==> src/rtl/ort_pkg.sv <==
package ort_pkg;
  typedef enum logic [1:0] {
    RQ_READ = 2'd0,
    RQ_RDX  = 2'd1,
    RQ_UPGR = 2'd2,
    RQ_WB   = 2'd3
  } req_kind_e;

  typedef enum logic [1:0] {
    DEC_ISSUE = 2'd0,
    DEC_STALL = 2'd1,
    DEC_JOIN  = 2'd2
  } cpu_dec_e;

  // Only requests that wait for a data response occupy a slot.
  function automatic logic kind_tracked(input logic [1:0] k);
    return (k == RQ_READ) || (k == RQ_RDX);
  endfunction

  // Two requests to one block coexist only if both are plain reads.
  function automatic logic kinds_conflict(input logic [1:0] a, input logic [1:0] b);
    return !((a == RQ_READ) && (b == RQ_READ));
  endfunction
endpackage

==> src/rtl/ort_entry.sv <==
module ort_entry #(
  parameter int ADDR_W  = 26,
  parameter int STATE_W = 2
) (
  input  logic               clk,
  input  logic               rst,
  input  logic               alloc_en,
  input  logic [ADDR_W-1:0]  alloc_addr,
  input  logic [1:0]         alloc_kind,
  input  logic               alloc_orig,
  input  logic               free_en,
  input  logic               snp_en,
  input  logic [STATE_W-1:0] snp_state,
  input  logic               grab_en,
  output logic               ent_valid,
  output logic [ADDR_W-1:0]  ent_addr,
  output logic [1:0]         ent_kind,
  output logic               ent_orig,
  output logic               ent_grab,
  output logic [STATE_W-1:0] ent_state
);
  // A write beats a release to the same slot: the tag has been reissued.
  always_ff @(posedge clk) begin
    if (rst) begin
      ent_valid <= 1'b0;
      ent_addr  <= '0;
      ent_kind  <= 2'd0;
      ent_orig  <= 1'b0;
      ent_grab  <= 1'b0;
      ent_state <= '0;
    end else if (alloc_en) begin
      ent_valid <= 1'b1;
      ent_addr  <= alloc_addr;
      ent_kind  <= alloc_kind;
      ent_orig  <= alloc_orig;
      ent_grab  <= grab_en;
      ent_state <= snp_en ? snp_state : '0;
    end else if (free_en) begin
      ent_valid <= 1'b0;
      ent_orig  <= 1'b0;
      ent_grab  <= 1'b0;
      ent_state <= '0;
    end else begin
      if (snp_en && ent_valid)  ent_state <= snp_state;
      if (grab_en && ent_valid) ent_grab  <= 1'b1;
    end
  end
endmodule

==> src/rtl/ort_match.sv <==
module ort_match
  import ort_pkg::*;
#(
  parameter int N      = 8,
  parameter int ADDR_W = 26,
  parameter int TAG_W  = 3
) (
  input  logic [N-1:0]             vis_valid,
  input  logic [N-1:0][ADDR_W-1:0] vis_addr,
  input  logic [N-1:0][1:0]        vis_kind,
  input  logic [ADDR_W-1:0]        look_addr,
  input  logic [1:0]               look_kind,
  output logic [1:0]               dec,
  output logic [TAG_W-1:0]         dec_tag,
  output logic [N-1:0]             join_sel
);
  logic [N-1:0] hit;
  logic [N-1:0] blocks;

  for (genvar i = 0; i < N; i++) begin : g_cmp
    assign hit[i]    = vis_valid[i] && (vis_addr[i] == look_addr);
    assign blocks[i] = hit[i] && kinds_conflict(vis_kind[i], look_kind);
  end

  logic [TAG_W-1:0] blk_idx, hit_idx;
  always_comb begin
    blk_idx = '0;
    hit_idx = '0;
    for (int i = N - 1; i >= 0; i--) begin
      if (blocks[i]) blk_idx = TAG_W'(i);
      if (hit[i])    hit_idx = TAG_W'(i);
    end
  end

  always_comb begin
    join_sel = '0;
    if (|blocks) begin
      dec     = DEC_STALL;
      dec_tag = blk_idx;
    end else if (|hit) begin
      dec     = DEC_JOIN;
      dec_tag = hit_idx;
      join_sel[hit_idx] = 1'b1;
    end else begin
      dec     = DEC_ISSUE;
      dec_tag = '0;
    end
  end
endmodule

==> src/rtl/ort_race.sv <==
module ort_race
  import ort_pkg::*;
#(
  parameter int ADDR_W = 26
) (
  input  logic              clk,
  input  logic              rst,
  input  logic              req_valid,
  input  logic              req_own,
  input  logic [ADDR_W-1:0] req_addr,
  input  logic [1:0]        req_kind,
  output logic              kill
);
  logic              prev_valid;
  logic              prev_own;
  logic [ADDR_W-1:0] prev_addr;
  logic [1:0]        prev_kind;

  always_ff @(posedge clk) begin
    if (rst) begin
      prev_valid <= 1'b0;
      prev_own   <= 1'b0;
      prev_addr  <= '0;
      prev_kind  <= 2'd0;
    end else begin
      prev_valid <= req_valid;
      prev_own   <= req_own;
      prev_addr  <= req_addr;
      prev_kind  <= req_kind;
    end
  end

  assign kill = req_valid && req_own && prev_valid && !prev_own &&
                (prev_addr == req_addr) && kinds_conflict(prev_kind, req_kind);
endmodule

==> src/rtl/outstanding_req_table.sv <==
module outstanding_req_table
  import ort_pkg::*;
#(
  parameter int NUM_TAGS = 8,
  parameter int ADDR_W   = 26,
  parameter int STATE_W  = 2,
  localparam int TAG_W   = $clog2(NUM_TAGS)
) (
  input  logic               clk,
  input  logic               rst,
  input  logic               bus_req_valid,
  input  logic               bus_req_own,
  input  logic [TAG_W-1:0]   bus_req_tag,
  input  logic [ADDR_W-1:0]  bus_req_addr,
  input  logic [1:0]         bus_req_kind,
  input  logic               bus_rsp_valid,
  input  logic [TAG_W-1:0]   bus_rsp_tag,
  input  logic               snp_valid,
  input  logic [TAG_W-1:0]   snp_tag,
  input  logic [STATE_W-1:0] snp_state,
  input  logic               cpu_req_valid,
  input  logic [ADDR_W-1:0]  cpu_req_addr,
  input  logic [1:0]         cpu_req_kind,
  output logic               cpu_dec_valid,
  output logic [1:0]         cpu_dec,
  output logic [TAG_W-1:0]   cpu_dec_tag,
  output logic               rsp_out_valid,
  output logic [TAG_W-1:0]   rsp_out_tag,
  output logic               rsp_out_orig,
  output logic               rsp_out_grab,
  output logic [STATE_W-1:0] rsp_out_state,
  output logic               shared_out,
  output logic               withdraw_valid,
  output logic [TAG_W-1:0]   withdraw_tag
);
  logic [NUM_TAGS-1:0]              e_valid, e_orig, e_grab;
  logic [NUM_TAGS-1:0][ADDR_W-1:0]  e_addr;
  logic [NUM_TAGS-1:0][1:0]         e_kind;
  logic [NUM_TAGS-1:0][STATE_W-1:0] e_state;

  logic [NUM_TAGS-1:0]              alloc_hit, free_hit, snp_hit, grab_hit;
  logic [NUM_TAGS-1:0]              vis_valid;
  logic [NUM_TAGS-1:0][ADDR_W-1:0]  vis_addr;
  logic [NUM_TAGS-1:0][1:0]         vis_kind;

  logic             race_kill;
  logic             alloc_ok;
  logic [1:0]       look_dec;
  logic [TAG_W-1:0] look_tag;
  logic [NUM_TAGS-1:0] join_sel;

  ort_race #(.ADDR_W(ADDR_W)) u_race (
    .clk      (clk),
    .rst      (rst),
    .req_valid(bus_req_valid),
    .req_own  (bus_req_own),
    .req_addr (bus_req_addr),
    .req_kind (bus_req_kind),
    .kill     (race_kill)
  );

  assign alloc_ok = bus_req_valid && kind_tracked(bus_req_kind) && !race_kill;

  for (genvar i = 0; i < NUM_TAGS; i++) begin : g_slot
    assign alloc_hit[i] = alloc_ok && (bus_req_tag == TAG_W'(i));
    assign free_hit[i]  = bus_rsp_valid && (bus_rsp_tag == TAG_W'(i));
    assign snp_hit[i]   = snp_valid && (snp_tag == TAG_W'(i));
    assign grab_hit[i]  = cpu_req_valid && (look_dec == DEC_JOIN) && join_sel[i];

    // The lookup sees the table after this cycle's write and release.
    assign vis_valid[i] = alloc_hit[i] || (e_valid[i] && !free_hit[i]);
    assign vis_addr[i]  = alloc_hit[i] ? bus_req_addr : e_addr[i];
    assign vis_kind[i]  = alloc_hit[i] ? bus_req_kind : e_kind[i];

    ort_entry #(.ADDR_W(ADDR_W), .STATE_W(STATE_W)) u_entry (
      .clk       (clk),
      .rst       (rst),
      .alloc_en  (alloc_hit[i]),
      .alloc_addr(bus_req_addr),
      .alloc_kind(bus_req_kind),
      .alloc_orig(bus_req_own),
      .free_en   (free_hit[i]),
      .snp_en    (snp_hit[i]),
      .snp_state (snp_state),
      .grab_en   (grab_hit[i]),
      .ent_valid (e_valid[i]),
      .ent_addr  (e_addr[i]),
      .ent_kind  (e_kind[i]),
      .ent_orig  (e_orig[i]),
      .ent_grab  (e_grab[i]),
      .ent_state (e_state[i])
    );
  end

  ort_match #(.N(NUM_TAGS), .ADDR_W(ADDR_W), .TAG_W(TAG_W)) u_match (
    .vis_valid(vis_valid),
    .vis_addr (vis_addr),
    .vis_kind (vis_kind),
    .look_addr(cpu_req_addr),
    .look_kind(cpu_req_kind),
    .dec      (look_dec),
    .dec_tag  (look_tag),
    .join_sel (join_sel)
  );

  logic rel_valid;
  assign rel_valid = bus_rsp_valid && e_valid[bus_rsp_tag];

  always_ff @(posedge clk) begin
    if (rst) begin
      cpu_dec_valid  <= 1'b0;
      cpu_dec        <= DEC_ISSUE;
      cpu_dec_tag    <= '0;
      rsp_out_valid  <= 1'b0;
      rsp_out_tag    <= '0;
      rsp_out_orig   <= 1'b0;
      rsp_out_grab   <= 1'b0;
      rsp_out_state  <= '0;
      shared_out     <= 1'b0;
      withdraw_valid <= 1'b0;
      withdraw_tag   <= '0;
    end else begin
      cpu_dec_valid  <= cpu_req_valid;
      cpu_dec        <= cpu_req_valid ? look_dec : DEC_ISSUE;
      cpu_dec_tag    <= cpu_req_valid ? look_tag : '0;
      rsp_out_valid  <= rel_valid;
      rsp_out_tag    <= rel_valid ? bus_rsp_tag : '0;
      rsp_out_orig   <= rel_valid && e_orig[bus_rsp_tag];
      rsp_out_grab   <= rel_valid && e_grab[bus_rsp_tag];
      rsp_out_state  <= rel_valid ? e_state[bus_rsp_tag] : '0;
      shared_out     <= rel_valid && e_grab[bus_rsp_tag];
      withdraw_valid <= race_kill;
      withdraw_tag   <= race_kill ? bus_req_tag : '0;
    end
  end
endmodule

==> config.mk <==
export PLATFORM = sky130hd
export DESIGN_NAME = outstanding_req_table
export DESIGN_NICKNAME = d
export VERILOG_FILES = /design/src/rtl/ort_pkg.sv /design/src/rtl/ort_entry.sv /design/src/rtl/ort_match.sv /design/src/rtl/ort_race.sv /design/src/rtl/outstanding_req_table.sv
export SDC_FILE = /design/constraint.sdc
export NUM_CORES = 1
export LEC_CHECK = 0
export ABC_AREA = 1
export BUFFER_PORTS_ARGS = -buffer_cell sky130_fd_sc_hd__buf_2
export CAP_MARGIN = 40
export CORE_MARGIN = 3
export CORE_UTILIZATION = 35
export DETAILED_ROUTE_END_ITERATION = 16
export GPL_ROUTABILITY_DRIVEN = 0
export PLACE_DENSITY = 0.56
export SYNTH_ARGS = -nofsm -noshare
export SYNTH_HDL_FRONTEND = slang
export SYNTH_SLANG_ARGS = --single-unit
==> constraint.sdc <==
create_clock -name clk -period 3.26 [get_ports clk]
set_clock_uncertainty 0.15 [all_clocks]
set_input_delay 0.326 -clock clk [delete_from_list [all_inputs] [get_ports clk]]
set_output_delay 0.326 -clock clk [all_outputs]
set_load 0.01 [all_outputs]
# Word level (Yosys, flattened, before mapping)
# Cells that the tools add are included.
classes:
  muxes: 128
  bitwise_logic: 3
  reduce_logical: 164
  eq_ne: 32
  n_lt_le_gt_ge: 3
ops:
  columns: ["op", "n"]
  rows:
  - ["$eq 26x26->1", 9]
  - ["$mux 26", 8]
  - ["$logic_and 1x1->1", 93]
  - ["$mux 2", 43]
  - ["$mux 3", 18]
  - ["$mux 1", 52]
  - ["$reduce_bool 3->1", 16]
  - ["$eq 3x3->1 const B", 12]
  - ["$logic_not 2->1", 11]
  - ["$logic_not 1->1", 19]
  - ["$eq 3x2->1 const B", 6]
  - ["$mux 8", 2]
  - ["$reduce_bool 2->1", 8]
  - ["$reduce_or 8->1", 2]
  - ["$bmux 1 s3", 3]
  - ["$eq 3x1->1 const B", 3]
  - ["$logic_not 3->1", 3]
  - ["$logic_or 1x1->1", 9]
  - ["$lt 3x4->1 const B", 2]
  - ["$bmux 2 s3", 1]
  - ["$reduce_or 2->1", 3]
  - ["$demux 1 s3", 1]
  - ["$ge 3x1->1 const B", 1]
  - ["$not 1->1", 3]
  - ["other kinds (2)", 2]
word_totals:
  ff_bits: 312
  out_inout_bits: 19
  elab_cells: 392

# Longest topological paths before layout
# Gate-level depths: netlist (run 1).
logic_depth:
  word_depth: 30
  mapped_depth: 31

# By module
# From an unflattened synthesis (run 1), not the netlist that was laid out.
unflattened:
  hier_cells: 3099
  hier_area_um2: 18609.1
by_module_without_submodules:
  columns: ["mod", "seq_area_each_um2", "cells_each", "area_per_inst_um2", "n_inst"]
  rows:
  - ["ort_entry", 660.6, 158, 1188.6, 8]
  - ["ort_match", 0.0, 851, 3941.3, 1]
  - ["outstanding_req_table", 360.3, 778, 3858.7, 1]
  - ["ort_race", 600.6, 206, 1300.0, 1]

# Worst setup path before layout (run 1)
# Ideal clock, no wire load.
synth_path:
  path_kind: "input -> register"
  from: "input bus_req_addr[0]"
  to: "register g_slot[5].u_entry.ent_grab"
  path_slack_ps: 172
  required_time_ps: 2976
  stages: 25
  arrival_time_ps: 2804
  setup_time_ps: 134
  n_path_buf: 4
  cell_sequence: "buf_2 xnor2_1 nand2_1 nor2_1 nand2_1 nor2_1 nand2_2 buf_6 buf_8 buf_6 nand4_2 nand3_1 and2_1 nand2_1 nor2_1 nand3_1 inv_1 nand2_1 nand2_1 nor2_2 nand2_1 nor3_4 nand3_1 nand2_1 a21oi_1"
synth_between:
  elab_chain_cells: 26
synth_rtl:
  columns: ["element", "line_no", "rtl"]
  rows:
  - ["start, declared", "outstanding_req_table.sv:14", "input logic [ADDR_W-1:0] bus_req_addr,"]
  - ["$eq 26x26->1", "ort_race.sv:34", "(prev_addr == req_addr) && kinds_conflict(prev_kind, req_kind);"]
  - ["$logic_and 1x1->1", "ort_race.sv:33", "assign kill = req_valid && req_own && prev_valid && !prev_own &&"]
  - ["$logic_and 1x1->1", "ort_race.sv:34", null]
  - ["$logic_not 1->1", "outstanding_req_table.sv:62", "assign alloc_ok = bus_req_valid && kind_tracked(bus_req_kind) && !race_kill;"]
  - ["$logic_and 1x1->1", "outstanding_req_table.sv:62", null]
  - ["$logic_and 1x1->1", "outstanding_req_table.sv:65", "assign alloc_hit[i] = alloc_ok && (bus_req_tag == TAG_W'(i));"]
  - ["$mux 26", null, null]
  - ["$eq 26x26->1", "ort_match.sv:21", "assign hit[i] = vis_valid[i] && (vis_addr[i] == look_addr);"]
  - ["(+10 left out)", null, null]
  - ["$logic_and 1x1->1 (not written as such)", "ort_match.sv:43", "join_sel[hit_idx] = 1'b1;"]
  - ["$mux 1 (not written as such)", "ort_match.sv:43", null]
  - ["$demux 1 s3", null, null]
  - ["$mux 8", "ort_match.sv:40", "end else if (|hit) begin"]
  - ["$mux 8", "ort_match.sv:37", "if (|blocks) begin"]
  - ["$logic_and 1x1->1", "outstanding_req_table.sv:68", "assign grab_hit[i] = cpu_req_valid && (look_dec == DEC_JOIN) && join_sel[i];"]
  - ["$logic_and 1x1->1", "ort_entry.sv:45", "if (grab_en && ent_valid) ent_grab <= 1'b1;"]
  - ["$reduce_bool 3->1 (no source line)", null, null]
  - ["end signal, assigned", "ort_entry.sv:36", "ent_grab <= grab_en;"]
  - ["end, declared", "ort_entry.sv:19", "output logic ent_grab,"]
# Several ways; a longest one is shown, not always the timed one.
# A chain may end at the register's enable or synchronous reset.

# Worst setup path after layout (run 1)
layout_path:
  from: "register u_race.prev_addr[20]"
  to: "register g_slot[3].u_entry.ent_grab"
layout_between:
  elab_chain_cells: 26
layout_rtl:
  columns: ["element", "line_no", "rtl"]
  rows:
  - ["start, declared", "ort_race.sv:16", "logic [ADDR_W-1:0] prev_addr;"]
  - ["start signal, assigned", "ort_race.sv:28", "prev_addr <= req_addr;"]
  - ["$eq 26x26->1 *", "ort_race.sv:34", null]
  - ["$logic_and 1x1->1 *", "ort_race.sv:33", null]
  - ["$logic_and 1x1->1 *", "ort_race.sv:34", null]
  - ["$logic_not 1->1 *", "outstanding_req_table.sv:62", null]
  - ["$logic_and 1x1->1 *", "outstanding_req_table.sv:62", null]
  - ["$logic_and 1x1->1", "outstanding_req_table.sv:65", null]
  - ["$mux 26", null, null]
  - ["$eq 26x26->1", "ort_match.sv:21", null]
  - ["(+10 left out)", null, null]
  - ["$logic_and 1x1->1 (not written as such)", "ort_match.sv:43", null]
  - ["$mux 1 (not written as such)", "ort_match.sv:43", null]
  - ["$demux 1 s3", null, null]
  - ["$mux 8", "ort_match.sv:40", null]
  - ["$mux 8", "ort_match.sv:37", null]
  - ["$logic_and 1x1->1", "outstanding_req_table.sv:68", null]
  - ["$logic_and 1x1->1", "ort_entry.sv:45", null]
  - ["$reduce_bool 3->1 (no source line)", null, null]
  - ["end signal, assigned", "ort_entry.sv:36", null]
  - ["end, declared", "ort_entry.sv:19", null]
# Mark *: on every way between the ends. The rest lies on a longest branch, timed or not.

==> impl_metrics.csv, run 1 <==
group,metric,value,unit
setup_path,end_kind,"flip-flop",
setup_path,crit_type,"reg2reg",
floorplanning,core_area,56500,sq um
run_status,status,"complete, but fails checks",
placement,dp_cells,4858,
synth,yosysMostFrequentCell,"nand2_1",
setup_path,cp-endpoint,"g_slot[3].u_entry.ent_grab",
clock_tree,cts.sinks,312,
sta,slew_headroom,50.80,%
synth,synth_top_area_cell,"dfxtp_1",
setup_path,rr_worst_depth,24,
pwr,ir_drop,0.3533,mV
drt,via_per_inst,5.374,
pwr,powerDensity,356.1,nW/um^2
setup_path,startpoint_type,"flip-flop",
setup_path,critical-path-slowest-cell,"xnor2_1",
worst_hold_path,hold_path_class,"in2reg",
global_routing,gr-usage-all-layers,35.06,%
drt,routed_wl,111400,um
synth,synthTopCellsByArea,"dfxtp_1, nand2_1, nand3_1",
floorplanning,dieWidth,245.4,um
floorplanning,die_area,60210,sq um
setup_path,crit_start,"u_race.prev_addr[20]",
synth,ys.flop_type,"dfxtp_1",
placement,dp_slack,-1520,ps
pwr,p_comb_share,20.9,%
placement,port_buffers,92,
global_routing,gr-usage-met1,43.40,%
global_routing,antenna_found_initial,3,
global_routing,grt_pass1_wl,155200,um
pwr,clkPwrFrac,42.5,%
floorplanning,start_util,35.50,%
finish,layoutNonFillerInstCount,4991,
synth,synth.top_cell.area_share,31.14,%
finish,register_area,6251,sq um
finish,multi_input_comb_area,12380,sq um
global_routing,grt_remaining_overflow,0,
synth,ys_top_cells_by_count,"nand2_1, nor2_1, inv_1",
synth,synth_enable_flop_cells,0,
synth,yosysWarnings,0,
synth,ys_types,43,
drt,vias,26821,
setup_path,reg2reg_to,"g_slot[3].u_entry.ent_grab",
clock_tree,h-tree-depth,2,
placement,placed_area,26900,sq um
sta,timing.final.ws_setup,-828.4,ps
clock_tree,cts_buffer_depth,3,
synth,syn_area_per_cell,5.833,sq um
global_routing,grt_pass1_vias,23947,
floorplanning,die_h,245.4,um
sta,fmax,244.6,MHz
drt,drtPass1Iterations,6,
run,maxCapViolations,0,
global_routing,grt_use_met3,8.614,%
sta,worstMarginPinSlew,737.1,ps
finish,syn_to_final_growth,50.46,%
setup_path,arrival,4360,ps
finish,drive_above_1_share,28.93,%
pwr,netSwitchingFraction,30.75,%
synth,synth_seq_cells,312,
setup_path,cp_max_fo,8,
setup_path,crit_top_cell,"nand2_1",
setup_path,r2r_start,"u_race.prev_addr[20]",
sta,hold_viol_final,0,
synth,syn_nets,3512,
floorplanning,num_rows,87,
clock_tree,cts.reportedPaths.clkPinSlew,60,ps
pwr,p_switching,3304,uW
clock_tree,cts_made_buffers,40,
sta,setup_viol,13,
finish,fin_nets,4283,
finish,final_cell_area,30180,sq um
drt,post_drt_wl_per_cell,22.31,um
pwr,seqPwrFrac,36.6,%
setup_path,reg2reg_setup_slack,-830,ps
synth,ys_seq_area_share,31.14,%
sta,period_share,125.4,%
drt,drc,0,
sta,drv_slew,0,
placement,dp_hpwl,82910,um
drt,ant_nets,0,
finish,fill_cells,5670,
drt,drtIter0Drc,3343,
sta,rsz0062_at_grt,"yes",
global_routing,grt_max_degree,97,
clock_tree,clk-insertion-delay-late,580,ps
global_routing,grt.met2_usage,51.57,%
setup_path,cp_cell_sequence,"xnor2_1 -> nand4_1 -> nor2_2 -> buf_6 -> nand2_8 -> nand3_4 -> clkinvlp_4 -> nand2_4 -> nand3_4 -> nand2_4 -> nand2_2 -> nor2_2 -> nand2_1 -> nor2_2 -> buf_4 -> nand2_4 -> nand2_1 -> nand2_1 -> nand2_1 -> nand2_2 -> a21oi_4 -> nand3_1 -> nand2_1 -> a21oi_1",
clock_tree,cts-root-buf,"clkbuf_16",
synth,async_flop_share,0,%
run_status,violations,"setup timing",
setup_path,max_stage_delay,480,ps
pwr,internal_power,7442,uW
synth,synthCells,3438,
synth,netlist_area,20060,sq um
sta,period_needed,4088,ps
pwr,leakage,0.01496,uW
floorplanning,ios,93,
clock_tree,cts_tree,"yes",
setup_path,crit_required,3540,ps
global_routing,grt_busiest_layer,"met2",
==> timing repair <==
item | in CTS | in global routing
cloned | 9 | 9
endpoints found under the hold margin | 33 | 0
setup endpoints to repair | 30 | 13
setup buffers | 15 | 22
gates resized for setup | 165 | 141
pin swaps | 32 | 78
hold buffers | 11 | 0
==> cell usage in the layout, fill, tap and decap left out, types with 6 or more instances in the layout <==
master,n
nand2_2,87
o211ai_1,10
dfxtp_1,310
buf_16,6
xnor2_1,22
clkbuf_16,48
clkinv_1,16
o21ai_1,6
inv_1,388
a21oi_1,102
buf_2,91
clkbuf_8,9
clkinv_2,6
nor3_1,7
a211oi_1,17
nor2_1,393
clkbuf_1,8
inv_2,14
nand2_4,19
nand3_2,48
o22ai_1,9
buf_6,22
buf_4,710
nand4_1,275
nand3_4,12
nand3_1,307
buf_12,56
nor2_4,25
nand2_1,1073
o21ai_0,41
dlygate4sd3_1,11
nor2_2,37
==> logic make-up after synthesis <==
logic type             count (synthesis)  synth area share [%]
buffers and inverters                601                 12.30
AND/OR/NAND/NOR                     2301                 49.93
AO/OA/AOI/OAI                        199                 5.527
XOR/XNOR                              25                 1.092
flip-flops                           312                 31.14
==> how the worst min path moves through the flow <==
stage                                       start  slack [ps]  cells after the start                        endpoint
CTS                              bus_req_addr[17]          10                      3  g_slot[7].u_entry.ent_addr[17]
global route                     bus_req_addr[17]          70                      3  g_slot[7].u_entry.ent_addr[17]
finish                              cpu_req_valid          50                      3                   cpu_dec_valid
detailed placement  g_slot[4].u_entry.ent_kind[1]         280                      2   g_slot[4].u_entry.ent_kind[1]
floorplan           g_slot[6].u_entry.ent_kind[1]         270                      2   g_slot[6].u_entry.ent_kind[1]
global placement    g_slot[4].u_entry.ent_kind[1]         280                      2   g_slot[4].u_entry.ent_kind[1]
==> final cells by class <==
type	count	area share, %
repair buffers	908	25.57
diodes	1	0.008293
clock inverters	9	0.3980
flip-flops and latches	312	20.71
multi-input cells	2527	41.02
clock buffers	58	3.910
inverters	420	5.245
well taps	756	3.135
==> worst max-delay path, delay by kind of cell (launching register included) <==
kind            cells  cell delay (ps)
simple gates       18             2050
buf+inv             3              640
xor+xnor            1              480
flops               1              310
compound gates      2              310
==> state kept, by name, summed over array words and instances, names as in the netlist <==
signal	cells
rsp_out_tag	3
rsp_out_state	2
withdraw_valid	1
g_slot.u_entry.ent_orig	8
g_slot.u_entry.ent_valid	8
g_slot.u_entry.ent_kind	16
g_slot.u_entry.ent_grab	8
u_race.prev_valid	1
g_slot.u_entry.ent_state	16
rsp_out_valid	1
cpu_dec	2
cpu_dec_tag	3
u_race.prev_addr	26
u_race.prev_own	1
g_slot.u_entry.ent_addr	208
u_race.prev_kind	2
cpu_dec_valid	1
withdraw_tag	3
shared_out	1
rsp_out_orig	1
==> stage by stage <==
step | power, uW | hold slack (ps) | setup TNS (ps) | util (%)
global route | 11020 | 65.02 | -10960 | 53.41
finish | 10750 | 54.62 | -9873 | 53.41
floorplan | 4866 | 272.9 | 0 | -
detailed placement | 6029 | 283.6 | -25610 | 47.61
CTS | 10630 | 13.93 | -6786 | 51.82
global placement | 6029 | 280.1 | -24610 | 47.61
==> layer usage <==
| metal | up-vias | routed length (um) |
|---|---|---|
| met3 | 466 | 13140 |
| li1 | 12596 | - |
| met5 | - | 13 |
| met4 | 2 | 11440 |
| met2 | 1646 | 45130 |
| met1 | 12111 | 41620 |
==> power by group through the flow <==
stage / registers [uW] / logic (uW) / clock network, uW
after global placement: 4010 / 2020 / 0
after global routing: 3940 / 2330 / 4750
final: 3930 / 2240 / 4570
after detailed placement: 4010 / 2020 / 0
after CTS: 3930 / 2090 / 4610
after floorplan: 4000 / 864 / 0
Note: power is estimated with default switching activity, not from simulation.
==> run 2: changes to the inputs <==
- ABC_AREA: 1 -> not set
- PLACE_DENSITY: 0.56 -> 0.57
==> run 2 against run 1 <==
Net effect:
- the flow still finishes with violations (setup timing)
- worst setup slack better by 90 ps
- wire length down 37%
- total power fell by 14%
- clock power decreased by 12%
- area after synthesis down 21%
- highest routed layer unchanged
==> impl_metrics.csv, run 2 <==
group,metric,value,unit
setup_path,critical-path-slowest-cell,"or4b_4",
setup_path,cp_max_fo,9,
finish,syn_to_final_growth,33.15,%
global_routing,gr-usage-all-layers,28.57,%
synth,ys_top_cells_by_count,"dfxtp_1, nor2_1, nand2_1",
finish,layout_common_cells,"buf_4, dfxtp_1, nor2_1, nand2_1, mux2i_1",
global_routing,antenna_found_initial,2,
sta,rsz0062_at_grt,"yes",
drt,dr_wl_met3,6624,um
synth,synth_enable_flop_cells,0,
setup_path,r2r_start,"u_race.prev_addr[1]",
global_routing,grt_pass1_vias,15667,
run_status,violations,"setup timing",
synth,ys_types,83,
synth,ys_seq_area_share,39.29,%
sta,worstMarginPinSlew,782.9,ps
drt,via_per_inst,5.587,
floorplanning,die_area,48020,sq um
floorplanning,ios,93,
drt,drtPass1Iterations,7,
floorplanning,start_util,35.72,%
synth,ys.flop_type,"dfxtp_1",
synth,syn_nets,1960,
pwr,powerDensity,438.6,nW/um^2
finish,fill_cells,4330,
finish,largestRegisters,"g_slot.u_entry.ent_addr (208), u_race.prev_addr (26)",
setup_path,cp_cell_sequence,"xnor2_1 -> nand2_1 -> or4b_4 -> buf_12 -> o21ai_4 -> mux2i_1 -> a221o_1 -> nor4_4 -> buf_4 -> nor2b_4 -> o211ai_4 -> or4_4 -> nor2_2 -> a22o_1",
pwr,ir_drop,0.4414,mV
synth,netlist_area,15900,sq um
run_status,status,"complete, but fails checks",
clock_tree,cts.reportedPaths.clkPinSlew,60,ps
drt,ant_nets,0,
synth,synth_top_area_cell,"dfxtp_1",
floorplanning,dieWidth,219.1,um
sta,fmax,250.1,MHz
clock_tree,cts_buffer_depth,3,
setup_path,reg2reg_to,"cpu_dec_tag[0]",
sta,setup_viol,13,
drt,met2_length,30340,um
synth,yosysWarnings,0,
setup_path,arrival,4270,ps
synth,synth.top_cell.area_share,39.29,%
finish,top_register,"g_slot.u_entry.ent_addr",
worst_hold_path,hold_path_depth,3,
synth,synth_seq_cells,312,
global_routing,grt_max_degree,158,
finish,largest_register_ffs,208,
drt,maxUsedRoutingLayer,"met5",
sta,hold_viol_final,0,
clock_tree,h-tree-depth,2,
synth,async_flop_share,0,%
drt,wl_met1,28410,um
clock_tree,cts_made_buffers,37,
drt,post_drt_wl_per_cell,24.22,um
drt,routed_wl,70350,um
worst_hold_path,hp-start,"bus_req_valid",
floorplanning,die_h,219.1,um
global_routing,grt_pass1_wl,101400,um
global_routing,grt_remaining_overflow,0,
placement,dp_hpwl,53280,um
finish,final_cell_area,21170,sq um
clock_tree,cts.sinks,312,
synth,synthTopCellsByArea,"dfxtp_1, mux2i_1, nor2_1",
finish,register_area,6246,sq um
run,maxCapViolations,0,
sta,drv_slew,0,
setup_path,startpoint_type,"flip-flop",
worst_hold_path,holdPathEnd,"u_race.prev_valid",
setup_path,max_stage_delay,600,ps
pwr,leakage,0.009417,uW
drt,vias,16224,
placement,placed_area,19640,sq um
finish,multi_input_comb_area,9065,sq um
setup_path,crit_type,"reg2reg",
worst_hold_path,hold_path_class,"in2reg",
sta,slew_headroom,47.80,%
clock_tree,clk-insertion-delay-late,560,ps
setup_path,end_kind,"flip-flop",
clock_tree,cts-root-buf,"clkbuf_16",
sta,period_share,122.6,%
setup_path,rr_worst_depth,14,
synth,syn_area_per_cell,8.430,sq um
clock_tree,cts_tree,"yes",
finish,drive_above_1_share,26.94,%
floorplanning,core_area,44510,sq um
sta,period_needed,3998,ps
setup_path,reg2reg_setup_slack,-740,ps
sta,timing.final.ws_setup,-738.2,ps
finish,mostFrequentLayoutCell,"buf_4",
drt,drc,0,
finish,fin_nets,2357,
floorplanning,num_rows,77,
synth,synthCells,1886,
setup_path,crit_required,3530,ps
synth,yosysMostFrequentCell,"dfxtp_1",
drt,drtIter0Drc,1776,
placement,port_buffers,92,
placement,dp_slack,-1236,ps
-- run 2: cell count changes after synthesis, sizes merged, moves of 149 or more --
cell,previous run,this run
inv,404,57
nand4,280,49
nor2,455,266
nand3,367,33
nand2,1180,198
mux2i,0,149
-- run 2: worst max-delay path by stage --
stage	slack (ps)	depth (start not counted)	to	from
4_1_cts	-690	16	cpu_dec_tag[0]	u_race.prev_addr[21]
3_5_place_dp	-1240	16	cpu_dec_tag[0]	bus_req_addr[8]
3_3_place_gp	-1040	16	cpu_dec_tag[0]	bus_req_addr[8]
2_1_floorplan	-360	16	g_slot[3].u_entry.ent_grab	bus_req_addr[17]
5_1_grt	-860	16	cpu_dec_tag[0]	u_race.prev_addr[22]
6_report	-740	14	cpu_dec_tag[0]	u_race.prev_addr[1]
-- run 2: repair_timing --
item,CTS,global route
setup endpoints to repair,15,16
pin swaps,8,11
hold buffers,5,0
setup buffers,7,8
hold endpoints to repair,23,0
resized for setup,14,21
-- run 2: through the flow --
stage / TNS [ps] / hold slack, ps / instances / power [uW] / util, %
5_1_grt: -10280 / 33.43 / 2901 / 9543 / 47.54
2_1_floorplan: -3509 / 273.2 / 1886 / 4562 / -
3_5_place_dp: -15990 / 297.3 / 2816 / 5252 / 44.12
3_3_place_gp: -13630 / 290.0 / 2814 / 5243 / 44.04
6_report: -8470 / 27.55 / 2904 / 9284 / 47.56
4_1_cts: -8163 / 13.45 / 2893 / 9304 / 47.19
-- run 2: per-layer routing --
layer | global-route usage [%] | up-vias
li1 | - | 7299
met1 | 36.20 | 7778
met3 | 6.896 | 268
met4 | 16.94 | 4
met2 | 44.13 | 875
met5 | 0 | -
-- run 2: layout make-up --
class / instances / area share, %
Sequential cell: 312 / 29.51
Clock buffer: 54 / 5.053
Clock inverter: 11 / 0.5556
Timing Repair Buffer: 494 / 17.50
Tap cell: 592 / 3.499
Antenna cell: 3 / 0.03546
Multi-Input combinational cell: 1380 / 42.82
Inverter: 58 / 1.028
-- run 2: where the power goes --
group / leakage, uW / switching, uW / internal [uW]
logic: 0.00632 / 799 / 524
registers: 0.00253 / 40.4 / 3880
clock network: 0.000572 / 1730 / 2310
total: 0.00942 / 2570 / 6710
-- run 2: logic make-up (layout without fill, tap and decap cells) --
kind of cell,Yosys count,in the layout,synth area share (%)
xor gates and xnor gates,149,149,8.208
DFF,312,312,39.29
buffers and inverters,194,617,4.974
AOI/OAI and AO/OA,287,287,12.30
other,0,3,0
muxes,164,164,11.15
and+or+nand+nor,780,780,24.08
-- run 2: critical path: cells and delay by family (launching register included) --
family	cells	cell delay (ps)
simple gates	6	1520
compound gates	4	1030
buf+inv	2	390
xor+xnor	1	340
flops	1	310
mux	1	140
